File: src/rtl/scanline_pkg.sv
package scanline_pkg;

    typedef enum logic {
        STD_525 = 1'b0,
        STD_625 = 1'b1
    } std_e;

    typedef struct packed {
        logic retrace;
        logic scan1;
        logic scan2;
        logic latch;
    } evt_t;

    localparam int CMP_W      = 10;
    localparam int NUM_CMP    = 2;
    localparam int CMP_STRIDE = 16;
    localparam int FRAME_W    = 32;
    localparam logic [31:0] CMP_WORD_MASK = 32'h03FF_03FF;

    // compare 0 sits in the upper half-word, compare 1 in the lower
    function automatic int cmp_lsb(input int idx);
        return (NUM_CMP - 1 - idx) * CMP_STRIDE;
    endfunction

    function automatic logic [CMP_W-1:0] cmp_field(input logic [31:0] word, input int idx);
        logic [31:0] sh;
        sh = (word & CMP_WORD_MASK) >> cmp_lsb(idx);
        return sh[CMP_W-1:0];
    endfunction

endpackage

File: src/rtl/scan_line_timer.sv
module scan_line_timer
    import scanline_pkg::*;
#(
    parameter int STEP_NS     = 20,
    parameter int LINE_NS_525 = 31746,
    parameter int LINE_NS_625 = 32000,
    parameter int REM_W       = 16
) (
    input  logic clk,
    input  logic rst,
    input  std_e mode,
    output logic line_tick
);

    localparam logic [REM_W-1:0] STEP_V = REM_W'(STEP_NS);
    localparam logic [REM_W-1:0] PER_A  = REM_W'(LINE_NS_525);
    localparam logic [REM_W-1:0] PER_B  = REM_W'(LINE_NS_625);

    logic [REM_W-1:0] rem_q;
    logic [REM_W-1:0] sum;
    logic [REM_W-1:0] period;
    logic [REM_W-1:0] rem_d;

    always_comb begin
        sum       = rem_q + STEP_V;
        period    = (mode == STD_625) ? PER_B : PER_A;
        line_tick = (sum >= period);
        rem_d     = line_tick ? (sum - period) : sum;
    end

    always_ff @(posedge clk) begin
        if (rst) begin
            rem_q <= '0;
        end else begin
            rem_q <= rem_d;
        end
    end

endmodule

File: src/rtl/scan_line_counter.sv
module scan_line_counter
    import scanline_pkg::*;
#(
    parameter int TOTAL_525  = 525,
    parameter int TOTAL_625  = 625,
    parameter int LATCH_LINE = 65,
    parameter int LINE_W     = 10
) (
    input  logic               clk,
    input  logic               rst,
    input  std_e               mode,
    input  logic               line_tick,
    input  logic               base_we,
    output logic [LINE_W-1:0]  line_next,
    output logic               retrace_q,
    output logic               latch_q,
    output logic               pending_q,
    output logic [FRAME_W-1:0] frame_q
);

    localparam logic [LINE_W-1:0] TOT_A   = LINE_W'(TOTAL_525);
    localparam logic [LINE_W-1:0] TOT_B   = LINE_W'(TOTAL_625);
    localparam logic [LINE_W-1:0] LATCH_V = LINE_W'(LATCH_LINE);
    localparam logic [LINE_W-1:0] ONE_V   = LINE_W'(1);

    logic [LINE_W-1:0] line_q;
    logic [LINE_W-1:0] inc;
    logic [LINE_W-1:0] total;
    logic              wrap;
    logic              at_latch;
    logic              base_fire;
    logic              latch_d;
    logic              pend_d;

    always_comb begin
        total     = (mode == STD_625) ? TOT_B : TOT_A;
        inc       = line_q + ONE_V;
        // at-or-above also recovers from a standard change mid-frame
        wrap      = (inc >= total);
        line_next = wrap ? '0 : inc;
        at_latch  = line_tick && (line_next == LATCH_V) && pending_q;
        base_fire = base_we && pending_q;
        latch_d   = at_latch || base_fire;
        pend_d    = (pending_q && !latch_d) || (line_tick && wrap);
    end

    always_ff @(posedge clk) begin
        if (rst) begin
            line_q    <= '0;
            retrace_q <= 1'b0;
            latch_q   <= 1'b0;
            pending_q <= 1'b0;
            frame_q   <= '0;
        end else begin
            if (line_tick) begin
                line_q <= line_next;
            end
            retrace_q <= line_tick && wrap;
            latch_q   <= latch_d;
            pending_q <= pend_d;
            frame_q   <= frame_q + {{(FRAME_W-1){1'b0}}, latch_d};
        end
    end

endmodule

File: src/rtl/scan_compare_bank.sv
module scan_compare_bank
    import scanline_pkg::*;
#(
    parameter int LINE_W = 10
) (
    input  logic                              clk,
    input  logic                              rst,
    input  logic                              cmp_we,
    input  logic [31:0]                       cmp_wdata,
    input  logic                              line_tick,
    input  logic [LINE_W-1:0]                 line_next,
    output logic [NUM_CMP-1:0][CMP_W-1:0]     cmp_vals,
    output logic [NUM_CMP-1:0]                match_q
);

    localparam int CW = (LINE_W > CMP_W) ? LINE_W : CMP_W;

    for (genvar i = 0; i < NUM_CMP; i++) begin : g_cmp
        logic [CMP_W-1:0] val_q;
        logic             hit;

        always_comb begin
            hit = line_tick && (CW'(line_next) == CW'(val_q));
        end

        always_ff @(posedge clk) begin
            if (rst) begin
                val_q      <= '0;
                match_q[i] <= 1'b0;
            end else begin
                if (cmp_we) begin
                    val_q <= cmp_field(cmp_wdata, i);
                end
                match_q[i] <= hit;
            end
        end

        assign cmp_vals[i] = val_q;
    end

endmodule

File: src/rtl/scanline_irq_gen.sv
module scanline_irq_gen
    import scanline_pkg::*;
#(
    parameter int STEP_NS     = 20,
    parameter int LINE_NS_525 = 31746,
    parameter int LINE_NS_625 = 32000,
    parameter int TOTAL_525   = 525,
    parameter int TOTAL_625   = 625,
    parameter int LATCH_LINE  = 65
) (
    input  logic        clk,
    input  logic        rst,
    input  logic        std_sel,
    input  logic        cmp_we,
    input  logic [31:0] cmp_wdata,
    input  logic        base_we,
    output logic        retrace_o,
    output logic        scan1_o,
    output logic        scan2_o,
    output logic        frame_latch_o,
    output logic [31:0] frame_count_o
);

    localparam int LINE_NS_MAX = (LINE_NS_625 > LINE_NS_525) ? LINE_NS_625 : LINE_NS_525;
    localparam int REM_W       = $clog2(LINE_NS_MAX + STEP_NS + 1);
    localparam int TOTAL_MAX   = (TOTAL_625 > TOTAL_525) ? TOTAL_625 : TOTAL_525;
    localparam int LINE_W      = $clog2(TOTAL_MAX + 1);

    std_e                          mode_q;
    logic                          line_tick;
    logic [LINE_W-1:0]             line_next;
    logic                          ret_q;
    logic                          lat_q;
    logic                          pending;
    logic [FRAME_W-1:0]            frames;
    logic [NUM_CMP-1:0][CMP_W-1:0] cmp_vals;
    logic [NUM_CMP-1:0]            match;
    evt_t                          evt;

    always_ff @(posedge clk) begin
        if (rst) begin
            mode_q <= STD_525;
        end else begin
            mode_q <= std_e'(std_sel);
        end
    end

    scan_line_timer #(
        .STEP_NS     (STEP_NS),
        .LINE_NS_525 (LINE_NS_525),
        .LINE_NS_625 (LINE_NS_625),
        .REM_W       (REM_W)
    ) u_timer (
        .clk       (clk),
        .rst       (rst),
        .mode      (mode_q),
        .line_tick (line_tick)
    );

    scan_line_counter #(
        .TOTAL_525  (TOTAL_525),
        .TOTAL_625  (TOTAL_625),
        .LATCH_LINE (LATCH_LINE),
        .LINE_W     (LINE_W)
    ) u_count (
        .clk       (clk),
        .rst       (rst),
        .mode      (mode_q),
        .line_tick (line_tick),
        .base_we   (base_we),
        .line_next (line_next),
        .retrace_q (ret_q),
        .latch_q   (lat_q),
        .pending_q (pending),
        .frame_q   (frames)
    );

    scan_compare_bank #(
        .LINE_W (LINE_W)
    ) u_cmp (
        .clk       (clk),
        .rst       (rst),
        .cmp_we    (cmp_we),
        .cmp_wdata (cmp_wdata),
        .line_tick (line_tick),
        .line_next (line_next),
        .cmp_vals  (cmp_vals),
        .match_q   (match)
    );

    always_comb begin
        evt.retrace = ret_q;
        evt.scan1   = match[0];
        evt.scan2   = match[1];
        evt.latch   = lat_q;
    end

    assign retrace_o     = evt.retrace;
    assign scan1_o       = evt.scan1;
    assign scan2_o       = evt.scan2;
    assign frame_latch_o = evt.latch;
    assign frame_count_o = frames;

endmodule

File: config.mk
export PLATFORM = sky130hd
export DESIGN_NAME = scanline_irq_gen
export DESIGN_NICKNAME = d
export VERILOG_FILES = /design/src/rtl/scanline_pkg.sv /design/src/rtl/scan_line_timer.sv /design/src/rtl/scan_line_counter.sv /design/src/rtl/scan_compare_bank.sv /design/src/rtl/scanline_irq_gen.sv
export SDC_FILE = /design/constraint.sdc
export NUM_CORES = 1
export LEC_CHECK = 0
export BUFFER_PORTS_ARGS = -buffer_cell sky130_fd_sc_hd__buf_2
export CAP_MARGIN = 10
export CORE_MARGIN = 10
export CORE_UTILIZATION = 50
export DETAILED_ROUTE_END_ITERATION = 7
export PLACE_DENSITY = 0.72
export SYNTH_ARGS = -nofsm -noshare
export SYNTH_HDL_FRONTEND = slang
export SYNTH_HIERARCHICAL = 1
export SYNTH_SLANG_ARGS = --single-unit
File: constraint.sdc
create_clock -name clk -period 13.8 [get_ports clk]
set_clock_uncertainty 0.05 [all_clocks]
set_input_delay 2.07 -clock clk [delete_from_list [all_inputs] [get_ports clk]]
set_output_delay 2.07 -clock clk [all_outputs]
set_load 0.005 [all_outputs]
# Word-level counts from Yosys, hierarchy flattened
# Cells that the tools add are included.
dict set report classes {
  addsub 4
  magnitude_cmp 2
  n_eq_ne 3
  n_mux 4
  reduce_logical 10
}
# cell n
set op_table {}
lappend op_table {{$add A32 B1 Y32} 1}
lappend op_table {{$eq A10 B10 Y1} 2}
lappend op_table {{$add A15 B5 Y15 const B} 1}
lappend op_table {{$ge A15 B15 Y1} 1}
lappend op_table {{$mux W15} 1}
lappend op_table {{$sub A15 B15 Y15} 1}
lappend op_table {{$add A10 B1 Y10 const B} 1}
lappend op_table {{$eq A10 B7 Y1 const B} 1}
lappend op_table {{$ge A10 B10 Y1} 1}
lappend op_table {{$mux W10} 1}
lappend op_table {{$mux W9} 1}
lappend op_table {{$logic_and A1 B1 Y1} 7}
lappend op_table {{$mux W7} 1}
lappend op_table {{$logic_or A1 B1 Y1} 2}
lappend op_table {{$logic_not A1 Y1} 1}
dict set report word_totals {
  ff_bits 83
  input_bits 37
  out_inout_bits 36
  elab_cells 34
}

# Longest topological paths before layout
dict set report depth {
  word_depth 10
  depth_mapped 22
  mapped_depth_nobuf 20
}

# Modules after synthesis
# The synthesis kept the hierarchy.
# module instances cells_each area_per_inst_um2 seq_area_each_um2
set by_module_without_submodules {}
lappend by_module_without_submodules {scan_line_counter 1 270 2250.9 900.9}
lappend by_module_without_submodules {scan_line_timer 1 151 1285.0 280.3}
lappend by_module_without_submodules {scan_compare_bank 1 95 972.2 440.4}
lappend by_module_without_submodules {scanline_irq_gen 1 2 33.8 20.0}

# Worst setup path after synthesis
# Ideal clock, no wire load.
dict set report synth_path {
  kind {register to register}
  from {register u_timer.rem_q[2]}
  to {register u_count.frame_q[25]}
  setup_time_ns 0.070
  arrival_ns 4.670
  required_time_ns 13.680
  setup_slack_ns 9.009
  stages_incl_launch_ff 21
  path_buffers 2
  period_less_slack_ns 4.791
  path_cell_list {dfxtp_1 -> ha_1 -> buf_2 -> or2_2 -> nand2b_1 -> xnor2_1 -> ha_1 -> o31ai_4 -> a21oi_2 -> clkbuf_1 -> nand3_1 -> nor3_1 -> o21ai_0 -> a2111oi_2 -> o21a_1 -> ha_1 -> nand4_1 -> or3_1 -> or3_1 -> or3_1 -> a21oi_1}
}
dict set report synth_via {
  elab_chain_cells 6
}
# item line
set synth_rtl {}
lappend synth_rtl {{start: declaration} scan_line_timer.sv:19} ;# logic [REM_W-1:0] rem_q;
lappend synth_rtl {{start signal: assignment} scan_line_timer.sv:35} ;# rem_q <= rem_d;
lappend synth_rtl {{$add A15 B5 Y15} scan_line_timer.sv:25} ;# sum = rem_q + STEP_V;
lappend synth_rtl {{$ge A15 B15 Y1} scan_line_timer.sv:27} ;# line_tick = (sum >= period);
lappend synth_rtl {{net line_tick} scanline_irq_gen.sv:30} ;# logic line_tick;
lappend synth_rtl {{$logic_and A1 B1 Y1 (2 in series)} scan_line_counter.sv:41} ;# at_latch = line_tick && (line_next == LATCH_V) && pending_q;
lappend synth_rtl {{$logic_or A1 B1 Y1} scan_line_counter.sv:43} ;# latch_d = at_latch || base_fire;
lappend synth_rtl {{net u_count.latch_d} scan_line_counter.sv:32} ;# logic latch_d;
lappend synth_rtl {{$add A32 B1 Y32} scan_line_counter.sv:61} ;# frame_q <= frame_q + {{(FRAME_W-1){1'b0}}, latch_d};
lappend synth_rtl {{end signal: assignment} scan_line_counter.sv:61}
lappend synth_rtl {{end: declaration} scan_line_counter.sv:18} ;# output logic [FRAME_W-1:0] frame_q
# The timed path passes the listed nets, and every way through them passes these cells.
# A chain may end at the register's enable or synchronous reset.

# Worst setup path in the final report
dict set report layout_path {
  from {register u_timer.rem_q[2]}
  to {register u_count.frame_q[29]}
}
# Same word-level chain as after synthesis.

==> results.md <==
* Crit Path Max Fanout at 13
* CP peak stage delay at 610 ps
* CTS tree: built
* H-tree depth at 3
* Worst path slowest cell: dfxtp_1
* # diodes at 0
* Pwr per Cell Area at 93.7 mW/mm²
* Die area at 0.0133 mm²
* Dpl ws at 8050 ps
* Main flop type after synthesis: dfxtp_1
* First-pass GRT wire length at 17200 µm
* DR vias at 3799
* R2R depth at 19
* Post-CTS setup buffer count at 0
* Placed Area at 0.00486 mm²
* Clk pin slew, worst setup/hold paths at 80 ps
* Core region area at 0.00876 mm²
* Number of synthesized flops with an enable pin at 0
* IO Port Bufs at 60
* FF+latch count, synth at 82
* Commonest non-fill, non-tap cell in the layout: dfxtp_1
* Nets at 619
* R2r setup slk at 7980 ps
* Post-DP HPWL at 7430 µm
* Fmax at 172 MHz
* Post-synth top area share at 36.1%
* Clk Latency, worst-skew pair at 360 ps
* Synth-to-Final Area Change at 11.2%
* Fin. Hold Viols at 0
* Die width at 115 µm
* Overall global routing resource usage at 15.3%
* Core Rows at 34
* Fin cells at 681
* Top delay family on crit path: simple AND/OR/NAND/NOR gates
* Placed cells at 665
* Hold buffer count at cts at 0
* Vias per cell at 5.58
* Worst-case clock buffer depth at 2
* Leak at 2.05 nW
* Grt ovf at 0
* Critical Path Sink Type: flop
* Fin area at 0.00505 mm²
* Share of cells above drive strength 1 at 16.6%
* # resized after CTS at 0
* Hold depth at 2
* Worst hold path type: reg -> reg
* Maxcap violations at 0
* CP required at 13950 ps
* Post-route ant nets at 0
* Final period utilization at 42.2%
* CTS buffer count at 9
* Initial antenna violation count at 0
* Final Max Tran Viols at 0
* Hold Path End: u_count/line_q[6]
* Max VDD drop at 58.7 µV
* DRC at 0
* Synth unique cells at 62
* Mapped Cells at 518
* DRT Pass-1 Iters at 4
* Largest cells by area after synthesis: dfxtp_1 (36%), xnor2_1 (7.3%), nor2_1 (6.0%), xor2_1 (6.0%), mux2i_1 (6.0%)
* Max-Slew Margin vs Limit at 45.7%
* Post-Route Setup TNS at 0 ps
* Run status: finished, final reports clean
* Wire per inst at 14.9 µm
* Fin crit period at 5820 ps
* Syn nets at 569
* Setup CP Type: reg -> reg
* Fill cell count at 787
* RSZ-0062 raised after global routing: false
* R2R Path Start: u_timer/rem_q[2]
* Commonest non-fill, non-tap cells in the layout: dfxtp_1 (82), nor2_1 (73), buf_2 (60)
* Fraction of registers with async set/reset at 0%
* Die H at 115 µm
* Clk sink count at 82
* CP arrival at 5980 ps
* Total length of routed wires at 10100 µm
* Initial DRC Count at 210
* Multi-input logic area at 0.00272 mm²
* Min-delay src: u_count/line_q[6]
* CP Launch Type: flop
* IO Pins at 73
* Mapped Avg Cell Area at 8.77 µm²
* Vias in the first global route at 3709
* RR Endpoint: u_count/frame_q[29]
* Post-route setup slack at 7980 ps
* Post-synth top area cell: dfxtp_1
* Initial Utilization at 51.8%
* CP bufs+invs at 0
* Synth warn at 6
* Mapped Area at 0.00454 mm²
* Reg area at 0.00164 mm²
* # setup viols final at 0
* Largest net degree at the start of global routing at 81
* Crit path top cell by count: ha_1
* Slew @ Worst Pin at 815 ps
* Root Driver: clkbuf_8
* Gp weighted congestion at 0.835
* Critical path cell sequence: ha_1 > or2_2 > nand2b_1 > xnor2_1 > ha_1 > o31ai_4 > a21oi_2 > nand3_1 > nor3_1 > o21ai_0 > a2111oi_2 > o21a_1 > ha_1 > nand4_1 > or3_1 > nor4_1 > nand3_1 > xor2_1 > nor2_1
* Seq/Total Area, Yosys at 36.1%
metal layers:
metal / vias up / wire length, µm / global-route usage (%)
met3: 18 / 461 / 2.97
li1: 1906 / - / -
met2: 95 / 5160 / 26.5
met4: 0 / 178 / 6.44
met1: 1780 / 4350 / 18.1
met5: - / 0 / 0
synthesized netlist by cell type (12+ instances only):
cell,number
nand3_1,27
clkbuf_1,12
nor2_1,73
inv_1,12
xor2_1,31
nor3_1,19
dfxtp_1,82
ha_1,14
nand4_1,15
mux2i_1,27
xnor2_1,38
nand2_1,30
a21oi_1,19
logic make-up (layout without fill, tap and decap cells):
| group | after synthesis | in the layout | synth area share [%] |
|---|---|---|---|
| simple gates | 228 | 228 | 26.2 |
| flops | 82 | 82 | 36.1 |
| xor+xnor | 70 | 70 | 13.7 |
| compound gates | 61 | 61 | 9.92 |
| buf+inv | 35 | 90 | 3.99 |
| mux | 28 | 28 | 6.20 |
| fa+ha+maj | 14 | 14 | 3.86 |
how the worst max path moves through the flow:
stage,startpoint,endpoint,cells after the start
2_1_floorplan,u_timer/rem_q[2],u_count/frame_q[25],20
3_3_place_gp,u_timer/rem_q[2],u_count/frame_q[31],19
3_5_place_dp,u_timer/rem_q[2],u_count/frame_q[29],19
4_1_cts,u_timer/rem_q[2],u_count/frame_q[29],19
5_1_grt,u_timer/rem_q[2],u_count/frame_q[31],19
6_report,u_timer/rem_q[2],u_count/frame_q[29],19
where the power goes:
part	switching [mW]	internal [mW]
registers	0.0100	0.243
clock network	0.0934	0.0782
logic	0.0268	0.0225
total	0.130	0.343
tightest hold or removal path, delay by kind of cell (launching register included):
family,cells,cell delay [ps]
flip-flops,1,350
AND/OR/NAND/NOR,1,70
AO/OA/AOI/OAI,1,50
layout make-up:
class                   count  share of cell area (%)
clock buffers              11                    3.00
clock inverters             5                   0.892
inverters                  12                   0.892
multi-input cells         401                    53.8
flip-flops and latches     82                    32.5
well taps                 108                    2.67
repair buffers             62                    6.24
stage by stage:
stage / total power, mW / util (%) / hold WS (ps)
global route: 0.496 / 57.7 / 505
CTS: 0.478 / 57.7 / 461
floorplan: 0.296 / - / 425
finish: 0.474 / 57.7 / 464
detailed placement: 0.307 / 55.4 / 446
global placement: 0.305 / 55.4 / 443
flip-flops by register name, summed over array words and instances, names as in the netlist, 2 cells and up:
name	flops
u_count/frame_q	32
u_cmp/g_cmp.val_q	20
u_timer/rem_q	14
u_count/line_q	10
u_cmp/match_q	2
Power figures use the tool's default switching activity.
